<file path="src/rtl/wf_pkg.sv">
`timescale 1ns/1ps
package wf_pkg;
    localparam int WF_SAMPLE_W  = 12;
    localparam int WF_WIN_W     = 8;
    localparam int WF_IDX_W     = 10;
    localparam int WF_BASE_LOG2 = 4;

    typedef enum logic {
        WF_IDLE = 1'b0,
        WF_OPEN = 1'b1
    } wf_state_e;

    // per-sample steering decoded by the sequencer
    typedef struct packed {
        logic take;
        logic first;
        logic last;
        logic base;
        logic body;
    } samp_ctl_t;
endpackage

</file>
<file path="src/rtl/wf_baseline.sv">
`timescale 1ns/1ps
module wf_baseline #(
    parameter int SAMPLE_W  = 12,
    parameter int BASE_LOG2 = 4
) (
    input  logic                clk,
    input  logic                rst,
    input  logic                take,
    input  logic                first,
    input  logic [SAMPLE_W-1:0] sample,
    output logic [SAMPLE_W-1:0] baseline
);
    localparam int SUM_W = SAMPLE_W + BASE_LOG2;

    logic [SUM_W-1:0] sum_q;

    always_ff @(posedge clk) begin
        if (rst)
            sum_q <= '0;
        else if (take && first)
            sum_q <= SUM_W'(sample);
        else if (take)
            sum_q <= sum_q + SUM_W'(sample);
    end

    assign baseline = sum_q[SUM_W-1:BASE_LOG2];
endmodule

</file>
<file path="src/rtl/wf_integrator.sv">
`timescale 1ns/1ps
module wf_integrator #(
    parameter int CORR_W = 13,
    parameter int WIN_W  = 8,
    parameter int IDX_W  = 10,
    parameter int ACC_W  = 21
) (
    input  logic                     clk,
    input  logic                     rst,
    input  logic                     take,
    input  logic                     first,
    input  logic                     body,
    input  logic [IDX_W-1:0]         k,
    input  logic [WIN_W-1:0]         win_len,
    input  logic signed [CORR_W-1:0] corr,
    output logic signed [ACC_W-1:0]  acc_next
);
    localparam int CMP_W = (IDX_W > WIN_W) ? IDX_W : WIN_W;

    logic signed [ACC_W-1:0] acc_q;
    logic                    in_win;

    assign in_win = CMP_W'(k) < CMP_W'(win_len);

    always_comb begin
        acc_next = first ? '0 : acc_q;
        if (take && body && in_win)
            acc_next = acc_next + {{(ACC_W-CORR_W){corr[CORR_W-1]}}, corr};
    end

    always_ff @(posedge clk) begin
        if (rst)
            acc_q <= '0;
        else if (take)
            acc_q <= acc_next;
    end

    // a new waveform starts from an empty sum
    assert_clear_on_start_R4: assert property (@(posedge clk) disable iff (rst)
        (take && first) |=> (acc_q == '0));
endmodule

</file>
<file path="src/rtl/wf_hitfind.sv">
`timescale 1ns/1ps
module wf_hitfind #(
    parameter int SAMPLE_W = 12,
    parameter int CORR_W   = 13,
    parameter int IDX_W    = 10
) (
    input  logic                     clk,
    input  logic                     rst,
    input  logic                     take,
    input  logic                     first,
    input  logic                     body,
    input  logic [IDX_W-1:0]         k,
    input  logic signed [CORR_W-1:0] corr,
    input  logic [SAMPLE_W-1:0]      thr,
    output logic                     hit_next,
    output logic                     pile_next,
    output logic [IDX_W-1:0]         time_next
);
    logic             hit_q, fallen_q, pile_q;
    logic [IDX_W-1:0] time_q;
    logic             hit_c, fallen_c, pile_c, fallen_next;
    logic             above, below;

    assign above = corr >= $signed({1'b0, thr});
    assign below = corr <  $signed({2'b00, thr[SAMPLE_W-1:1]});

    always_comb begin
        hit_c       = first ? 1'b0 : hit_q;
        fallen_c    = first ? 1'b0 : fallen_q;
        pile_c      = first ? 1'b0 : pile_q;
        time_next   = first ? '0   : time_q;
        hit_next    = hit_c;
        fallen_next = fallen_c;
        pile_next   = pile_c;
        if (take && body) begin
            pile_next   = pile_c   | (hit_c & fallen_c & above);
            fallen_next = fallen_c | (hit_c & below);
            if (!hit_c && above) begin
                hit_next  = 1'b1;
                time_next = k;
            end
        end
    end

    always_ff @(posedge clk) begin
        if (rst) begin
            hit_q    <= 1'b0;
            fallen_q <= 1'b0;
            pile_q   <= 1'b0;
            time_q   <= '0;
        end else if (take) begin
            hit_q    <= hit_next;
            fallen_q <= fallen_next;
            pile_q   <= pile_next;
            time_q   <= time_next;
        end
    end

    // a second pulse can only follow a crossing and a dip
    assert_pile_needs_dip_R6: assert property (@(posedge clk) disable iff (rst)
        pile_q |-> (hit_q && fallen_q));
endmodule

</file>
<file path="src/rtl/wf_charge_time.sv">
`timescale 1ns/1ps
module wf_charge_time
    import wf_pkg::*;
#(
    parameter int SAMPLE_W  = WF_SAMPLE_W,
    parameter int WIN_W     = WF_WIN_W,
    parameter int IDX_W     = WF_IDX_W,
    parameter int BASE_LOG2 = WF_BASE_LOG2
) (
    input  logic                                  clk,
    input  logic                                  rst,
    input  logic                                  in_valid,
    input  logic                                  in_start,
    input  logic                                  in_end,
    input  logic [SAMPLE_W-1:0]                   in_sample,
    input  logic [SAMPLE_W-1:0]                   cfg_threshold,
    input  logic [WIN_W-1:0]                      cfg_win_len,
    output logic                                  out_done,
    output logic                                  out_keep,
    output logic signed [SAMPLE_W+WIN_W:0]        out_charge,
    output logic [IDX_W-1:0]                      out_time,
    output logic                                  out_nohit,
    output logic                                  out_pileup
);
    localparam int CORR_W  = SAMPLE_W + 1;
    localparam int ACC_W   = SAMPLE_W + 1 + WIN_W;
    localparam int CNT_W   = IDX_W + 1;
    localparam int BASE_N  = 1 << BASE_LOG2;
    localparam int MAX_LEN = 1 << IDX_W;

    wf_state_e               state_q;
    logic [CNT_W-1:0]        cnt_q, cur;
    logic                    in_range;
    samp_ctl_t               ctl;
    logic [IDX_W-1:0]        k;
    logic [SAMPLE_W-1:0]     baseline;
    logic signed [CORR_W-1:0] corr;
    logic signed [ACC_W-1:0] acc_next;
    logic                    hit_next, pile_next;
    logic [IDX_W-1:0]        time_next;

    // sample steering
    assign cur       = in_start ? '0 : cnt_q;
    assign in_range  = cur < CNT_W'(MAX_LEN);
    assign ctl.take  = in_valid & (in_start | (state_q == WF_OPEN));
    assign ctl.first = in_start;
    assign ctl.last  = in_end;
    assign ctl.base  = cur < CNT_W'(BASE_N);
    assign ctl.body  = !ctl.base && in_range;
    assign k         = IDX_W'(cur - CNT_W'(BASE_N));
    assign corr      = $signed({1'b0, in_sample}) - $signed({1'b0, baseline});

    always_ff @(posedge clk) begin
        if (rst) begin
            state_q <= WF_IDLE;
            cnt_q   <= '0;
        end else if (ctl.take) begin
            state_q <= ctl.last ? WF_IDLE : WF_OPEN;
            cnt_q   <= in_range ? cur + 1'b1 : cur;
        end
    end

    wf_baseline #(.SAMPLE_W(SAMPLE_W), .BASE_LOG2(BASE_LOG2)) u_base (
        .clk      (clk),
        .rst      (rst),
        .take     (ctl.take && ctl.base),
        .first    (ctl.first),
        .sample   (in_sample),
        .baseline (baseline)
    );

    wf_integrator #(.CORR_W(CORR_W), .WIN_W(WIN_W), .IDX_W(IDX_W), .ACC_W(ACC_W)) u_int (
        .clk      (clk),
        .rst      (rst),
        .take     (ctl.take),
        .first    (ctl.first),
        .body     (ctl.body),
        .k        (k),
        .win_len  (cfg_win_len),
        .corr     (corr),
        .acc_next (acc_next)
    );

    wf_hitfind #(.SAMPLE_W(SAMPLE_W), .CORR_W(CORR_W), .IDX_W(IDX_W)) u_hit (
        .clk       (clk),
        .rst       (rst),
        .take      (ctl.take),
        .first     (ctl.first),
        .body      (ctl.body),
        .k         (k),
        .corr      (corr),
        .thr       (cfg_threshold),
        .hit_next  (hit_next),
        .pile_next (pile_next),
        .time_next (time_next)
    );

    // result register, loaded by the end sample
    always_ff @(posedge clk) begin
        if (rst) begin
            out_done   <= 1'b0;
            out_keep   <= 1'b0;
            out_charge <= '0;
            out_time   <= '0;
            out_nohit  <= 1'b0;
            out_pileup <= 1'b0;
        end else begin
            out_done <= ctl.take && ctl.last;
            out_keep <= ctl.take && ctl.last && pile_next;
            if (ctl.take && ctl.last) begin
                out_charge <= acc_next;
                out_time   <= hit_next ? time_next : '0;
                out_nohit  <= !hit_next;
                out_pileup <= pile_next;
            end
        end
    end

    // a result strobe is always caused by an accepted end marker
    assert_done_after_end_R7: assert property (@(posedge clk) disable iff (rst)
        out_done |-> $past(in_valid && in_end));

    // keep only accompanies a pile-up result
    assert_keep_with_pileup_R8: assert property (@(posedge clk) disable iff (rst)
        out_keep |-> (out_done && out_pileup));

    // a missing hit reports index zero and no pile-up
    assert_nohit_clean_R5: assert property (@(posedge clk) disable iff (rst)
        (out_done && out_nohit) |-> (out_time == '0 && !out_pileup));
endmodule

</file>
<file path="config.mk">
export PLATFORM = sky130hd
export DESIGN_NAME = wf_charge_time
export DESIGN_NICKNAME = d
export VERILOG_FILES = /design/src/rtl/wf_pkg.sv /design/src/rtl/wf_baseline.sv /design/src/rtl/wf_integrator.sv /design/src/rtl/wf_hitfind.sv /design/src/rtl/wf_charge_time.sv
export SDC_FILE = /design/constraint.sdc
export NUM_CORES = 1
export LEC_CHECK = 0
export ABC_AREA = 1
export BUFFER_PORTS_ARGS = -buffer_cell sky130_fd_sc_hd__buf_2
export CORE_AREA = 5 5 142 144
export CTS_BUF_LIST = sky130_fd_sc_hd__clkbuf_4
export CTS_CLUSTER_DIAMETER = 30
export DETAILED_ROUTE_END_ITERATION = 7
export DIE_AREA = 0 0 147 149
export PLACE_DENSITY = 0.54
export SYNTH_ARGS = -nofsm -noshare
export SYNTH_HDL_FRONTEND = slang
export SYNTH_SLANG_ARGS = --single-unit
</file>
<file path="constraint.sdc">
create_clock -name clk -period 8.68 [get_ports clk]
set_input_delay 0.434 -clock clk [delete_from_list [all_inputs] [get_ports clk]]
set_output_delay 0.434 -clock clk [all_outputs]
set_load 0.02 [all_outputs]
</file>
### Yosys cells after proc, flatten, opt, wreduce, memory -nomap -nowiden

Cells that the tools add are included.

* magnitude comparators: 5
* mux-type cells: 18
* bitwise operators: 7
* add/subtract/negate cells: 5
* reduce and logical (&&, ||, !) cells: 13

Operators by type and width (number)
* 2-to-1 mux 21 bit: 2
* 2-to-1 mux 10 bit: 4
* 2-to-1 mux 12 bit: 2
* 2-to-1 mux 11 bit: 2
* adder 21 bit: 1
* adder 16 x 12 -> 16 bit: 1
* greater-or-equal comparator 13 bit: 1
* < comparator 13 x 12 -> 1 bit: 1
* subtractor 12 x 12 -> 13 bit: 1
* adder 11 x 1 -> 11 bit, second input constant: 1
* < comparator 11 bit, second input constant: 1
* < comparator 11 x 5 -> 1 bit, second input constant: 1
* < comparator 10 x 8 -> 1 bit: 1
* subtractor 10 x 5 -> 10 bit, second input constant: 1
* logical AND 1 bit: 8
* 2-to-1 mux 1 bit: 8
* AND 1 bit: 4
* logical NOT 1 bit: 3
* OR 1 bit: 3
* nonzero test 2 bit: 1
* OR reduction 2 bit: 1

* register bits after elaboration: 97
* bits of input ports: 37
* output and inout bits: 35

### Depth between registers and ports, before layout

* depth after elaboration: 7
* depth in mapped cells: 27
* gate-level depth less buffers: 26

### Modules after synthesis

From an unflattened synthesis, not the netlist that was laid out.

* cells, all modules: 1395
* area total of the unflattened synthesis: 8480.6 µm²

By module, submodules not included
* wf_charge_time: area each 2820.2 µm², times used 1, sequential area each 940.9 µm², cells an instance 416
* wf_integrator: area each 2716.4 µm², times used 1, sequential area each 420.4 µm², cells an instance 502
* wf_baseline: area each 1514.0 µm², times used 1, sequential area each 320.3 µm², cells an instance 250
* wf_hitfind: area each 1430.1 µm², times used 1, sequential area each 260.2 µm², cells an instance 227

### Worst setup path before layout

Ideal clock, no wire load.

* path type: input -> register
* start: input in_sample[0]
* end: register u_int.acc_q[14]
* buffers on the path: 0
* slack: 5.264 ns
* library setup time: 0.113 ns
* arrival: 3.303 ns
* stages on the path: 21
* cells stage by stage: inv_1 ha_1 inv_1 fa_1 nand3_1 nand2_1 a31oi_1 o21ai_0 a31oi_1 xor2_1 ha_1 nand2_1 inv_1 a21boi_0 o211ai_1 a21boi_0 xnor2_1 nand2_1 nand2_1 o21ai_1 inv_1

* cells in the longest elaborated chain, start to end: 3

Ends and longest elaborated chain
* from (decl): line wf_charge_time.sv:15 `input logic [SAMPLE_W-1:0] in_sample,`
* subtractor 12 x 12 -> 13 bit: line wf_charge_time.sv:51 `assign corr = $signed({1'b0, in_sample}) - $signed({1'b0, baseline});`
* adder 21 bit: line wf_integrator.sv:28 `acc_next = acc_next + {{(ACC_W-CORR_W){corr[CORR_W-1]}}, corr};`
* 2-to-1 mux 21 bit: line wf_integrator.sv:27 `if (take && body && in_win)`
* to (signal assigned): line wf_integrator.sv:35 `acc_q <= acc_next;`
* to (decl): line wf_integrator.sv:20 `logic signed [ACC_W-1:0] acc_q;`

No other way between the ends.
A chain may end at the register's enable or synchronous reset.

### Worst setup path after layout

* start: register u_base.sum_q[4]
* end: register u_hit.time_q[6]

* cells in the longest elaborated chain, start to end: 5

Ends and longest elaborated chain
* from (decl): line wf_baseline.sv:15 `logic [SUM_W-1:0] sum_q;`
* from (signal assigned): line wf_baseline.sv:21 `sum_q <= SUM_W'(sample);`
* from (signal assigned): line wf_baseline.sv:23 `sum_q <= sum_q + SUM_W'(sample);`
* subtractor 12 x 12 -> 13 bit: line wf_charge_time.sv:51
* greater-or-equal comparator 13 bit: line wf_hitfind.sv:24 `assign above = corr >= $signed({1'b0, thr});`
* logical AND 1 bit: line wf_hitfind.sv:38 `if (!hit_c && above) begin`
* 2-to-1 mux 10 bit: line wf_hitfind.sv:38
* 2-to-1 mux 10 bit: line wf_hitfind.sv:35 `if (take && body) begin`
* to (signal assigned): line wf_hitfind.sv:55 `time_q <= time_next;`
* to (decl): line wf_hitfind.sv:20 `logic [IDX_W-1:0] time_q;`

No other way between the ends.

==> run_results.csv <==
group,metric,value,unit
floorplanning,core_area,0.0186,mm^2
logic_synthesis,ys.flop_type,"dfxtp_1",
logic_synthesis,ys_seq_area_share,26.4,%
timing,slew-limit-headroom,35.8,%
logic_synthesis,synth_top_area_share,26.4,%
power_and_ir_drop,powerDensity,136,mW/mm^2
clock_network,clock_path_buffers,2,
logic_synthesis,ys_warn_count,0,
clock_network,htreeDepth,3,
worst_setup_path,reg2reg_setup_slack,4680,ps
timing,finClkSkew,16.3,ps
min_path,whs_endpoint,"u_base.sum_q[0]$_SDFFE_PP0P_",
global_routing,grt_pass1_vias,6675,
placed_design,port_buffers,71,
layout,layout-drive-gt1-share,10.2,%
worst_setup_path,critPathArrivalTime,4450,ps
timing,fin_setup_tns,0,ps
layout,fillers,2018,
layout,multi_input_area,0.00462,mm^2
global_routing,track_usage,18.5,%
detailed_routing,wl,20200,um
logic_synthesis,syn_nets,1224,
timing,setup_viol,0,
clock_network,worstSkewPairLatency,490,ps
global_routing,grt_pass1_wl,33200,um
logic_synthesis,netlist_area,0.00736,mm^2
worst_setup_path,critPathKind,"flip-flop to flip-flop",
floorplanning,dieArea,0.0219,mm^2
timing,timing.final.hold_violations,0,
floorplanning,chipHeight,149,um
logic_synthesis,synth_area_per_cell,6.64,um^2
worst_setup_path,cp-end-kind,"flip-flop",
timing,period_share,46.1,%
power_and_ir_drop,finalPower,0.00109,W
worst_setup_path,r2r-end,"u_hit.time_q[6]$_SDFFE_PP0P_",
detailed_routing,drtAntennaViolNets,0,
timing,worst_pin_slew,962,ps
timing,whs,230,ps
min_path,hold_class,"input port to flip-flop",
worst_setup_path,r2r_cells,25,
logic_synthesis,yosys-top-cells-count,"nand2_1 (265), inv_1 (165), a21oi_1 (101)",
layout,final_nets,1275,
clock_network,cts_tree,"done",
global_routing,antenna_found_initial,1,
timing,fin_crit,4000,ps
clock_network,cts_sinks,97,
floorplanning,start_util,39.6,%
logic_synthesis,synth_area_leaders,"dfxtp_1 (26%), nand2_1 (14%), ha_1 (13%), inv_1 (8.4%), a21oi_1 (6.9%)",
floorplanning,die_w,147,um
logic_synthesis,synth_area_leader_cell,"dfxtp_1",
logic_synthesis,syn_inst,1108,
layout,syn2layout_area_growth,8.76,%
logic_synthesis,async_reset_ff_share,0,%
clock_network,cts-root-buf,"clkbuf_4",
detailed_routing,drtIter0Drc,391,
detailed_routing,first_pass_iters,6,
detailed_routing,dr_total_vias,7048,
clock_network,post_cts_resized,0,
floorplanning,design.portCount,72,
layout,seqCellArea,0.00194,mm^2
min_path,min_path_cells,3,
run,drv_cap,0,
logic_synthesis,synth-seq-cells,97,
clock_network,cts_hold_buf,0,
global_routing,grt_max_degree,55,
power_and_ir_drop,ir_drop,61.3,uV
timing,rsz0062_at_grt,"false",
placed_design,dpl.cell_count,1382,
detailed_routing,route.detailed.drc,0,
worst_setup_path,crit_fanout,13,
detailed_routing,wl_per_cell,14.4,um
placed_design,gp_congestion,0.918,
global_routing,overflow,0,
run_status,outcome,"finished clean",
placed_design,hpwl,15400,um
clock_network,cts_made_buffers,9,
timing,slew_viol_final,0,
clock_network,clkTransAtPathRegs,170,ps
detailed_routing,via_per_inst,5.04,
layout,final_cells,1399,
logic_synthesis,synth_cell_type_count,47,
worst_setup_path,timing.rr.start,"u_base.sum_q[4]$_SDFFE_PP0P_",
floorplanning,num_rows,50,
clock_network,post_cts_buffers,0,
worst_setup_path,critPathRequiredTime,9130,ps
min_path,worstHoldStart,"in_sample[0]",
power_and_ir_drop,leakagePower,4.00,nW
timing,max_freq,250,MHz
worst_setup_path,start_kind,"flip-flop",
logic_synthesis,synth_edf_count,0,
logic_synthesis,synth_most_common_cell,"nand2_1",
-- placed cells by master, fill, tap and decap left out, types with 18 or more instances in the layout --
cell type    n
xor2_1      20
xnor2_1     18
dfxtp_1     97
buf_2       71
a21oi_1    101
o21ai_1     27
nand2_1    265
inv_1      165
nand3_1     45
o21ai_0     58
ha_1        76
nor2_1      85
-- how the worst max path moves through the flow --
| stage | startpoint | end | slack [ps] | cells past startpoint |
|---|---|---|---|---|
| 2_1_floorplan | in_sample[0] | u_int.acc_q[14]$_SDFFE_PP0P_ | 5260 | 21 |
| 3_3_place_gp | in_sample[0] | u_hit.time_q[7]$_SDFFE_PP0P_ | 4470 | 27 |
| 3_5_place_dp | in_sample[0] | u_hit.time_q[7]$_SDFFE_PP0P_ | 4440 | 27 |
| 4_1_cts | u_base.sum_q[4]$_SDFFE_PP0P_ | u_hit.time_q[7]$_SDFFE_PP0P_ | 4680 | 25 |
| 5_1_grt | u_base.sum_q[4]$_SDFFE_PP0P_ | u_hit.time_q[7]$_SDFFE_PP0P_ | 4130 | 25 |
| 6_report | u_base.sum_q[4]$_SDFFE_PP0P_ | u_hit.time_q[6]$_SDFFE_PP0P_ | 4680 | 25 |
-- sequential cells by signal, indices dropped and copies added (netlist names) --
name and count:
u_hit.pile_q 1, out_keep 1, u_hit.time_q 10, out_pileup 1, out_charge 21, state_q 1
u_base.sum_q 16, out_time 10, u_hit.hit_q 1, u_hit.fallen_q 1, out_nohit 1, out_done 1
u_int.acc_q 21, cnt_q 11
-- worst max-delay path: stages, from the launching register on --
cell and delay, ps:
dfxtp_1 390, ha_1 150, inv_1 60, fa_1 390
nand3_1 100, nand2_1 100, a31oi_1 210, o21ai_0 160
xor2_1 220, ha_1 330, nand2_1 80, nor2_1 140
nand2_1 70, nand2_1 50, nor2_1 40, nand2_1 50
nand2_1 50, nand2_1 80, nand2_1 80, nand2_1 90
nand4_1 480, inv_1 320, nand2_1 90, nand2_1 90
o21ai_0 80, inv_1 70
-- power by group --
| part | switching, W | internal [W] |
|---|---|---|
| logic | 0.000243 | 0.000132 |
| registers | 0.00000787 | 0.000464 |
| clock network | 0.000181 | 0.0000641 |
| total | 0.000431 | 0.000660 |
-- cells by family (layout without fill, tap and decap cells) --
group           count (synthesis)  count (layout)  share of synthesized area (%)
compound gates                240             240                           18.3
buf+inv                       204             260                           11.0
xor+xnor                       38              38                           4.52
fa+ha+maj                      79              79                           13.7
simple gates                  450             450                           26.1
other cells                     0               1                              0
flops                          97              97                           26.4
-- cell type report --
class	count	area share, %
inverters	170	8.04
clock inverters	7	0.751
multi-input cells	807	57.7
well taps	234	3.66
diodes	1	0.0313
clock buffers	9	0.844
repair buffers	74	4.72
flip-flops and latches	97	24.3
-- metal layers --
metal | global-route usage, % | wire length [um] | vias up
li1 | - | - | 3727
met1 | 23.6 | 9640 | 3196
met2 | 32.9 | 9560 | 103
met3 | 2.52 | 605 | 22
met4 | 4.85 | 359 | 0
met5 | 0 | 0 | -
-- through the flow --
step           util (%)  cell area [um^2]  setup WS (ps)
4_1_cts            43.1              8000           4680
2_1_floorplan         -              7360           5260
3_3_place_gp       42.4              7870           4470
5_1_grt            43.1              8000           4130
6_report           43.1              8000           4680
3_5_place_dp       42.4              7870           4440
Power figures use the tool's default switching activity.
